$ cat src/rtl/cw_pkg.sv
package cw_pkg;
  typedef enum logic {
    POL_AUTO = 1'b0,
    POL_USER = 1'b1
  } pol_src_e;
endpackage

$ cat src/rtl/cw_line_meter.sv
module cw_line_meter #(
  parameter int LINE_W = 11,
  parameter int CNT_W  = 8
) (
  input  logic             clk_i,
  input  logic             rst_ni,
  input  logic             hs_tick_i,
  input  logic             vs_rise_i,
  input  logic [CNT_W-1:0] pre_cnt_i,
  output logic             pre_on_o
);
  localparam int SUM_W = ((LINE_W > CNT_W) ? LINE_W : CNT_W) + 1;
  localparam logic [LINE_W-1:0] LINE_MAX = '1;

  logic [LINE_W-1:0] line_q, flen_q;
  logic              seen_q, vld_q;
  logic [SUM_W-1:0]  reach;

  always_ff @(posedge clk_i or negedge rst_ni) begin
    if (!rst_ni) begin
      line_q <= '0;
      flen_q <= '0;
      seen_q <= 1'b0;
      vld_q  <= 1'b0;
    end else if (vs_rise_i) begin
      line_q <= '0;
      seen_q <= 1'b1;
      if (seen_q) begin
        flen_q <= line_q;
        vld_q  <= 1'b1;
      end
    end else if (hs_tick_i && line_q != LINE_MAX) begin
      line_q <= line_q + 1'b1;
    end
  end

  // window opens when lines-so-far plus pre distance passes the last frame length
  assign reach    = SUM_W'(line_q) + SUM_W'(pre_cnt_i);
  assign pre_on_o = vld_q && (pre_cnt_i != '0) && (reach > SUM_W'(flen_q));

  AST_FRAME_LATCH: assert property (@(posedge clk_i) disable iff (!rst_ni)
    (vs_rise_i && seen_q) |=> (vld_q && flen_q == $past(line_q)));
  AST_LINE_STEP: assert property (@(posedge clk_i) disable iff (!rst_ni)
    (hs_tick_i && !vs_rise_i && line_q != LINE_MAX) |=> (line_q == $past(line_q) + 1'b1));
  AST_LINE_CLEAR: assert property (@(posedge clk_i) disable iff (!rst_ni)
    vs_rise_i |=> (line_q == '0));
endmodule

$ cat src/rtl/cw_post_timer.sv
module cw_post_timer #(
  parameter int CNT_W = 8
) (
  input  logic             clk_i,
  input  logic             rst_ni,
  input  logic             hs_tick_i,
  input  logic             vs_fall_i,
  input  logic [CNT_W-1:0] post_cnt_i,
  output logic             post_on_o
);
  logic [CNT_W-1:0] cnt_q;

  always_ff @(posedge clk_i or negedge rst_ni) begin
    if (!rst_ni)                        cnt_q <= '0;
    else if (vs_fall_i)                 cnt_q <= post_cnt_i;
    else if (hs_tick_i && cnt_q != '0)  cnt_q <= cnt_q - 1'b1;
  end

  assign post_on_o = (cnt_q != '0);

  AST_POST_LOAD: assert property (@(posedge clk_i) disable iff (!rst_ni)
    vs_fall_i |=> (cnt_q == $past(post_cnt_i)));
  AST_POST_DEC: assert property (@(posedge clk_i) disable iff (!rst_ni)
    (hs_tick_i && !vs_fall_i && cnt_q != '0) |=> (cnt_q == $past(cnt_q) - 1'b1));
endmodule

$ cat src/rtl/cw_pol_out.sv
module cw_pol_out
  import cw_pkg::*;
(
  input  logic clk_i,
  input  logic rst_ni,
  input  logic window_i,
  input  logic pol_ovr_i,
  input  logic pol_usr_i,
  output logic coast_o
);
  pol_src_e src;
  logic     invert;

  assign src    = pol_ovr_i ? POL_USER : POL_AUTO;
  assign invert = (src == POL_USER) && !pol_usr_i;

  always_ff @(posedge clk_i or negedge rst_ni) begin
    if (!rst_ni) coast_o <= 1'b0;
    else         coast_o <= window_i ^ invert;
  end
endmodule

$ cat src/rtl/coast_window_gen.sv
module coast_window_gen #(
  parameter int CNT_W  = 8,
  parameter int LINE_W = 11
) (
  input  logic             clk_i,
  input  logic             rst_ni,
  input  logic             hs_tick_i,
  input  logic             vsync_i,
  input  logic [CNT_W-1:0] pre_cnt_i,
  input  logic [CNT_W-1:0] post_cnt_i,
  input  logic             pol_ovr_i,
  input  logic             pol_usr_i,
  output logic             coast_o
);
  logic vs_q, vs_rise, vs_fall;
  logic pre_on, post_on, window;

  always_ff @(posedge clk_i or negedge rst_ni) begin
    if (!rst_ni) vs_q <= 1'b0;
    else         vs_q <= vsync_i;
  end

  assign vs_rise = vsync_i && !vs_q;
  assign vs_fall = !vsync_i && vs_q;

  cw_line_meter #(.LINE_W(LINE_W), .CNT_W(CNT_W)) u_meter (
    .clk_i     (clk_i),
    .rst_ni    (rst_ni),
    .hs_tick_i (hs_tick_i),
    .vs_rise_i (vs_rise),
    .pre_cnt_i (pre_cnt_i),
    .pre_on_o  (pre_on)
  );

  cw_post_timer #(.CNT_W(CNT_W)) u_post (
    .clk_i      (clk_i),
    .rst_ni     (rst_ni),
    .hs_tick_i  (hs_tick_i),
    .vs_fall_i  (vs_fall),
    .post_cnt_i (post_cnt_i),
    .post_on_o  (post_on)
  );

  // registered vsync keeps the post window contiguous with the vsync window
  assign window = vs_q | pre_on | post_on;

  cw_pol_out u_out (
    .clk_i     (clk_i),
    .rst_ni    (rst_ni),
    .window_i  (window),
    .pol_ovr_i (pol_ovr_i),
    .pol_usr_i (pol_usr_i),
    .coast_o   (coast_o)
  );

  AST_VS_COVERED: assert property (@(posedge clk_i) disable iff (!rst_ni)
    (vs_q && !pol_ovr_i) |=> coast_o);
  AST_IDLE_LOW: assert property (@(posedge clk_i) disable iff (!rst_ni)
    (!vs_q && !pre_on && !post_on && !pol_ovr_i) |=> !coast_o);
  AST_USER_INVERT: assert property (@(posedge clk_i) disable iff (!rst_ni)
    (pol_ovr_i && !pol_usr_i && vs_q) |=> !coast_o);
  AST_RESET_LOW: assert property (@(posedge clk_i)
    !rst_ni |-> !coast_o);
endmodule

$ cat config.mk
export PLATFORM = sky130hd
export DESIGN_NAME = coast_window_gen
export DESIGN_NICKNAME = d
export VERILOG_FILES = /design/src/rtl/cw_pkg.sv /design/src/rtl/cw_line_meter.sv /design/src/rtl/cw_post_timer.sv /design/src/rtl/cw_pol_out.sv /design/src/rtl/coast_window_gen.sv
export SDC_FILE = /design/constraint.sdc
export NUM_CORES = 1
export LEC_CHECK = 0
export CORE_MARGIN = 4
export CORE_UTILIZATION = 35
export CTS_CLUSTER_SIZE = 20
export DETAILED_ROUTE_END_ITERATION = 6
export DONT_BUFFER_PORTS = 1
export GPL_TIMING_DRIVEN = 0
export HOLD_SLACK_MARGIN = 0.03
export PLACE_DENSITY = 0.6
export SLEW_MARGIN = 10
export SYNTH_ARGS = -nofsm -noshare
export SYNTH_HDL_FRONTEND = slang
export SYNTH_SLANG_ARGS = --single-unit
$ cat constraint.sdc
create_clock -name clk_i -period 3.2 [get_ports clk_i]
set_clock_uncertainty 0.05 [all_clocks]
set_input_delay 0.64 -clock clk_i [delete_from_list [all_inputs] [get_ports clk_i]]
set_output_delay 0.64 -clock clk_i [all_outputs]
set_load 0.03 [all_outputs]
==> results.py, run 1 <==
metrics = {
    "cells_and_area": {
        "final_core_utilization_pct": 42.7,
        "commonest_cells_after_routing_fill_and_taps_aside": "sky130_fd_sc_hd__dfrtp_1 (30), sky130_fd_sc_hd__nor2_1 (23), sky130_fd_sc_hd__inv_1 (19), sky130_fd_sc_hd__ha_1 (19), sky130_fd_sc_hd__nand2_1 (13)",
        "area_growth_pct": 15.5,
        "mostFrequentLayoutCell": "sky130_fd_sc_hd__dfrtp_1",
        "layout_cell_share_with_drive_strength_beyond_1_pct": 21.3,
        "layout.cells.non_filler": 319,
        "nNetsFinal": 288,
        "antenna_cells": 0,
    },
    "synthesis": {
        "synthDistinctLibCells": 42,
        "synth_nets": 275,
        "yosysWarnings": 0,
        "cells_after_synth": 230,
        "synth_seq_area_share_pct": 37.8,
        "syn_avg_cell_area_um2": 9.80,
        "ys_seq_elements": 34,
        "mappedNetlistArea_mm2": 0.00225,
    },
    "cts": {
        "cts-root-to-sink-buffers": 2,
        "numClockSinks": 34,
        "tritoncts.num_buffers": 5,
        "clkLatencyLatePin_ps": 290,
        "cts_tree": "built",
        "htree_num_levels": 2,
        "clk_pin_slew_worst_paths_ps": 70,
        "clock-root-buffer": "sky130_fd_sc_hd__clkbuf_8",
    },
    "floorplanning": {
        "initial_standard_cell_utilization_of_the_core_pct": 37.0,
        "core_area_mm2": 0.00610,
        "floorplan.rows": 28,
        "dieArea_mm2": 0.00779,
        "die_width_um": 88.2,
        "die_height_um": 88.2,
        "io_pins": 23,
    },
    "global_routing": {
        "grt_pass1_vias": 1660,
        "first_pass_grt_wire_length_um": 7430,
        "grt_max_degree": 35,
        "antenna_found_initial": 0,
        "grt_overflow": 0,
        "grt.total_usage_pct": 12.4,
    },
    "worst_setup_path": {
        "kind_of_critical_path": "reg -> reg",
        "worst_setup_path_start_kind": "flop",
        "endpoint_kind": "flop",
        "path_max_fanout": 6,
        "timing.reg2reg.worst_path_depth": 12,
        "worst_ep_arrival_time_ps": 3500,
        "timing.critical_path.required_ps": 3320,
    },
    "timing": {
        "final_min_period_over_clock_period_pct": 106,
        "fin_ws_ps": -178,
        "fin_worst_hold_slack_ps": 122,
        "min_period_ps": 3380,
        "unrepaired_setup_endpoints_after_global_routing": "yes",
        "setup_violations": 1,
        "final-max-slew-violation-count": 0,
        "slew_of_the_pin_with_the_lowest_slew_margin_ps": 615,
        "relative_slew_margins_pct": 59.0,
        "max_clock_freq_mhz": 296,
        "timing.final.hold_violations": 0,
    },
    "status": {
        "violated_checks": "setup timing",
        "outcome": "complete, but fails checks",
    },
    "routing": {
        "routed_via_density": 5.14,
        "remaining_drc_errors": 0,
        "drtAntennaViolNets": 0,
        "routed-via-count": 1640,
        "drt_first_pass_iters": 4,
        "wirelength_um": 4390,
        "detail_route.wl_per_cell_um": 13.8,
        "initialDrtViolationCount": 62,
    },
    "place": {
        "hpwl_after_dpl_um": 3310,
        "buffer_ports.inserted": 0,
        "gpl.final_weighted_congestion": 0.768,
        "placed_cells": 305,
    },
    "worst_hold_path": {
        "hp-class": "in -> async",
    },
    "power_and_ir_drop": {
        "ir_worst_vdd_mv": 0.273,
        "p_leak_nw": 1.13,
        "design_power_total_w": 0.00148,
        "cellPowerDensity_mw_per_mm2": 569,
    },
    "run": {
        "timing.max_cap.violations": 0,
    },
}
stage by stage:
stage               instance area [µm²]  setup TNS (ps)  setup slack [ps]
global placement                   2370            -293              -293
floorplan                          2270               0              10.1
detailed placement                 2370            -269              -269
global route                       2600            -339              -339
CTS                                2500            -104              -104
finish                             2600            -178              -178
critical path: stages, from the launching register on:
cell,delay (ps)
sky130_fd_sc_hd__dfrtp_2,460
sky130_fd_sc_hd__ha_1,340
sky130_fd_sc_hd__o21ai_2,80
sky130_fd_sc_hd__nor2_2,70
sky130_fd_sc_hd__o31a_1,330
sky130_fd_sc_hd__o41ai_4,350
sky130_fd_sc_hd__nand2b_4,200
sky130_fd_sc_hd__xnor2_2,50
sky130_fd_sc_hd__ha_1,340
sky130_fd_sc_hd__a211o_1,280
sky130_fd_sc_hd__o41ai_2,380
sky130_fd_sc_hd__o311ai_2,180
sky130_fd_sc_hd__xnor2_1,150
state kept, by name, summed over array words and instances (netlist names):
name / count
u_meter.flen_q: 11
vs_q: 1
u_meter.seen_q: 1
u_meter.vld_q: 1
u_out.coast_o: 1
u_meter.line_q: 11
u_post.cnt_q: 8
synthesized netlist by cell type:
cell / n / area (µm²)
sky130_fd_sc_hd__a211o_1: 1 / 8.76
sky130_fd_sc_hd__a211oi_1: 4 / 30.0
sky130_fd_sc_hd__a21boi_0: 1 / 7.51
sky130_fd_sc_hd__a21o_1: 2 / 15.0
sky130_fd_sc_hd__a21oi_1: 9 / 45.0
sky130_fd_sc_hd__a31o_4: 1 / 17.5
sky130_fd_sc_hd__a41oi_1: 1 / 8.76
sky130_fd_sc_hd__and4_1: 1 / 8.76
sky130_fd_sc_hd__buf_2: 1 / 5.00
sky130_fd_sc_hd__clkbuf_1: 4 / 15.0
sky130_fd_sc_hd__dfrtp_1: 34 / 851
sky130_fd_sc_hd__fa_1: 1 / 20.0
sky130_fd_sc_hd__ha_1: 22 / 275
sky130_fd_sc_hd__inv_1: 19 / 71.3
sky130_fd_sc_hd__mux2_2: 12 / 135
sky130_fd_sc_hd__mux2i_1: 1 / 10.0
sky130_fd_sc_hd__nand2_1: 13 / 48.8
sky130_fd_sc_hd__nand2b_1: 3 / 18.8
sky130_fd_sc_hd__nand3_1: 8 / 40.0
sky130_fd_sc_hd__nand4_1: 5 / 31.3
sky130_fd_sc_hd__nor2_1: 24 / 90.1
sky130_fd_sc_hd__nor2_2: 1 / 6.26
sky130_fd_sc_hd__nor2b_1: 3 / 18.8
sky130_fd_sc_hd__nor3_1: 2 / 10.0
sky130_fd_sc_hd__nor3b_1: 1 / 7.51
sky130_fd_sc_hd__nor4_2: 2 / 25.0
sky130_fd_sc_hd__nor4_4: 1 / 21.3
sky130_fd_sc_hd__o211ai_1: 2 / 15.0
sky130_fd_sc_hd__o21a_1: 3 / 22.5
sky130_fd_sc_hd__o21ai_0: 10 / 50.1
sky130_fd_sc_hd__o21ai_1: 4 / 20.0
sky130_fd_sc_hd__o21bai_1: 1 / 7.51
sky130_fd_sc_hd__o311ai_1: 1 / 8.76
sky130_fd_sc_hd__o31a_1: 1 / 8.76
sky130_fd_sc_hd__o31ai_4: 1 / 21.3
sky130_fd_sc_hd__o41ai_1: 2 / 17.5
sky130_fd_sc_hd__or2_2: 1 / 6.26
sky130_fd_sc_hd__or3_1: 1 / 6.26
sky130_fd_sc_hd__or3_4: 1 / 11.3
sky130_fd_sc_hd__or4_1: 2 / 15.0
sky130_fd_sc_hd__xnor2_1: 13 / 114
sky130_fd_sc_hd__xor2_1: 10 / 87.6
power breakdown:
group	internal (W)	switching [W]
logic	0.000262	0.000240
clock network	0.000229	0.000156
registers	0.000505	0.0000896
per-layer routing:
metal	up-vias	routed length, µm	track usage, %	share of wire, %
met3	6	267	3.82	6.1
met5	-	0	0	0
met4	0	56	3.71	1.3
met1	773	2010	15.8	46
li1	832	-	-	-
met2	29	2060	20.1	47
kinds of logic after synthesis:
kind of cell / after synthesis / synth area share (%)
AOI/OAI and AO/OA: 44 / 13.5
xor gates and xnor gates: 23 / 8.94
adders and majority gates: 23 / 13.1
buffers and inverters: 24 / 4.05
DFF: 34 / 37.8
muxes: 13 / 6.44
and+or+nand+nor: 69 / 16.2
what timing repair did:
action,CTS,global route
hold buffers,1,0
endpoints found under the hold margin,34,0
buffers inserted,0,5
pin swaps,0,9
resized for setup,1,14
endpoints found under the setup margin,1,1
layout make-up:
type	instances	area (µm²)
Inverter	19	71.3
Clock buffer	5	68.8
Buffer	5	20.0
Tap cell	75	93.8
Clock inverter	3	40.0
Timing Repair Buffer	6	57.6
Sequential cell	34	856
Multi-Input combinational cell	172	1400
Fill cell	624	3490
final timing paths:
kind,from,end,slack [ps]
min in group clk_i,vsync_i,vs_q$_DFF_PN0_,330
hold reg to reg,u_meter.vld_q$_DFFE_PN0P_,u_meter.vld_q$_DFFE_PN0P_,430
hold / removal,rst_ni,u_meter.flen_q[8]$_DFFE_PN0P_,120
setup / recovery,u_meter.line_q[3]$_DFFE_PN0P_,u_out.coast_o$_DFF_PN0_,-180
max in group asynchronous,rst_ni,u_meter.line_q[1]$_DFFE_PN0P_,2770
setup reg to reg,u_meter.line_q[3]$_DFFE_PN0P_,u_out.coast_o$_DFF_PN0_,-180
No activity file was read; power rests on OpenSTA's default activity.
==> run 2: changes to the inputs <==
--- a/config.mk
+++ b/config.mk
@@ -13,6 +13,7 @@
 export GPL_TIMING_DRIVEN = 0
 export HOLD_SLACK_MARGIN = 0.03
 export PLACE_DENSITY = 0.6
+export SETUP_SLACK_MARGIN = 0.3
 export SLEW_MARGIN = 10
 export SYNTH_ARGS = -nofsm -noshare
 export SYNTH_HDL_FRONTEND = slang
==> results.py, run 2 (synthesized netlist as in run 1, its figures left out) <==
metrics = {
    "worst_setup_path": {
        "worst_setup_path_start_kind": "flop",
        "cpPeakStageDelay_ps": 420,
        "regToRegSetupSlack_ps": 70,
        "r2r-end": "u_out.coast_o$_DFF_PN0_",
        "crit_slowest_cell": "sky130_fd_sc_hd__dfrtp_2",
        "timing.critical_path.required_ps": 3310,
        "path_max_fanout": 3,
        "timing.reg2reg.worst_path_depth": 13,
        "worst_ep_arrival_time_ps": 3240,
        "endpoint_kind": "flop",
        "critical_path.reg2reg.startpoint": "u_meter.line_q[0]$_DFFE_PN0P_",
        "kind_of_critical_path": "reg -> reg",
        "path_cells": "ha_2, fa_2, a21o_1, a21oi_2, o21bai_1, a21oi_1, xnor2_1, ha_1, a21oi_1, a21boi_0, o41ai_2, o311ai_2, xnor2_1",
    },
    "routing": {
        "drt_first_pass_iters": 4,
        "initialDrtViolationCount": 47,
        "drtAntennaViolNets": 0,
        "remaining_drc_errors": 0,
        "routed_via_density": 5.12,
        "wirelength_um": 4360,
        "routed-via-count": 1634,
        "detail_route.wl_per_cell_um": 13.7,
    },
    "cts": {
        "tritoncts.num_buffers": 5,
        "clock-root-buffer": "sky130_fd_sc_hd__clkbuf_8",
        "clk_pin_slew_worst_paths_ps": 70,
        "cts_tree": "built",
        "cts-root-to-sink-buffers": 2,
        "numClockSinks": 34,
        "clkLatencyLatePin_ps": 280,
        "htree_num_levels": 2,
    },
    "floorplanning": {
        "dieArea_mm2": 0.00779,
        "initial_standard_cell_utilization_of_the_core_pct": 37.0,
        "io_pins": 23,
        "core_area_mm2": 0.00610,
        "floorplan.rows": 28,
        "die_width_um": 88.2,
        "die_height_um": 88.2,
    },
    "cells_and_area": {
        "nNetsFinal": 288,
        "area_growth_pct": 14.4,
        "nFillCells": 606,
        "largest_registers": "u_meter.flen_q: 11 flops, u_meter.line_q: 11 flops, u_post.cnt_q: 8 flops",
        "commonest_cells_after_routing_fill_and_taps_aside": "sky130_fd_sc_hd__dfrtp_1 (30), sky130_fd_sc_hd__nor2_1 (24), sky130_fd_sc_hd__inv_1 (19), sky130_fd_sc_hd__ha_1 (19)",
        "layout_cell_share_with_drive_strength_beyond_1_pct": 19.7,
        "antenna_cells": 0,
        "mostFrequentLayoutCell": "sky130_fd_sc_hd__dfrtp_1",
        "finish.instance_area_mm2": 0.00258,
    },
    "global_routing": {
        "global_route.peak_usage_layer": "met2",
        "use_met2_pct": 19.5,
        "first_pass_grt_wire_length_um": 7500,
        "gr-usage-met1_pct": 16.8,
        "grt_pass1_vias": 1674,
        "grt_max_degree": 35,
        "grt_util_met3_pct": 4.00,
        "antenna_found_initial": 0,
        "grt.total_usage_pct": 12.4,
        "grt_overflow": 0,
    },
    "timing": {
        "min_period_ps": 3130,
        "fin_worst_hold_slack_ps": 128,
        "final-max-slew-violation-count": 0,
        "slew_of_the_pin_with_the_lowest_slew_margin_ps": 566,
        "relative_slew_margins_pct": 62.3,
        "final_min_period_over_clock_period_pct": 97.7,
        "setup_violations": 0,
        "max_clock_freq_mhz": 320,
        "setup_tns_final_ps": 0,
        "timing.final.hold_violations": 0,
        "unrepaired_setup_endpoints_after_global_routing": "yes",
    },
    "power_and_ir_drop": {
        "design_power_total_w": 0.00142,
        "cellPowerDensity_mw_per_mm2": 551,
        "p_leak_nw": 1.10,
        "ir_worst_vdd_mv": 0.371,
    },
    "run": {
        "timing.max_cap.violations": 0,
    },
    "worst_hold_path": {
        "hp-class": "in -> async",
    },
    "place": {
        "placed_area_mm2": 0.00240,
        "hpwl_after_dpl_um": 3330,
        "buffer_ports.inserted": 0,
        "gpl.final_weighted_congestion": 0.839,
    },
    "status": {
        "outcome": "completed",
    },
}
run 2: how the worst max path moves through the flow:
| stage | start | endpoint | cells after the start |
|---|---|---|---|
| 2_1_floorplan | pre_cnt_i[0] | u_out.coast_o$_DFF_PN0_ | 12 |
| 3_3_place_gp | pre_cnt_i[0] | u_out.coast_o$_DFF_PN0_ | 12 |
| 3_5_place_dp | pre_cnt_i[0] | u_out.coast_o$_DFF_PN0_ | 14 |
| 4_1_cts | u_meter.line_q[0]$_DFFE_PN0P_ | u_out.coast_o$_DFF_PN0_ | 15 |
| 5_1_grt | u_meter.line_q[0]$_DFFE_PN0P_ | u_out.coast_o$_DFF_PN0_ | 13 |
| 6_report | u_meter.line_q[0]$_DFFE_PN0P_ | u_out.coast_o$_DFF_PN0_ | 13 |
run 2: stage by stage:
step	instances	utilization [%]	worst slack, ps
4_1_cts	319	42.3	86.9
6_report	319	42.3	74.8
3_5_place_dp	305	39.4	-191
3_3_place_gp	305	39.4	-188
2_1_floorplan	230	-	63.8
5_1_grt	319	42.3	-100
run 2: final cells by class:
cell class                      instances  area [µm²]  share of cell area (%)
Sequential cell                        34         856                    33.2
Buffer                                  5        20.0                   0.777
Clock inverter                          2        12.5                   0.485
Clock buffer                            6        82.6                    3.20
Multi-Input combinational cell        172        1380                    53.7
Timing Repair Buffer                    6        57.6                    2.23
Tap cell                               75        93.8                    3.64
Inverter                               19        71.3                    2.77
run 2: power breakdown:
| group | internal, W | switching [W] | total (W) |
|---|---|---|---|
| sequential | 0.000505 | 0.0000921 | 0.000597 |
| combinational | 0.000260 | 0.000233 | 0.000493 |
| clock | 0.000173 | 0.000158 | 0.000331 |
| total | 0.000938 | 0.000483 | 0.00142 |
run 2: critical path, delay by kind of cell, from the launching register on:
family	cells	cell delay (ps)
fa+ha+maj	3	850
compound gates	8	1420
flops	1	420
xor+xnor	2	290
run 2: repair_timing:
action | in CTS | in global routing
cloned | 0 | 0
hold buffers | 1 | 0
hold endpoints to repair | 34 | 0
endpoints found under the setup margin | 1 | 1
pin swaps | 6 | 0
buffers inserted | 5 | 0
gates resized for setup | 6 | 0
run 2: layer usage:
| metal | up-vias | routed length [µm] |
|---|---|---|
| li1 | 830 | - |
| met1 | 775 | 2150 |
| met2 | 27 | 1970 |
| met3 | 2 | 223 |
| met4 | 0 | 22 |
| met5 | - | 0 |
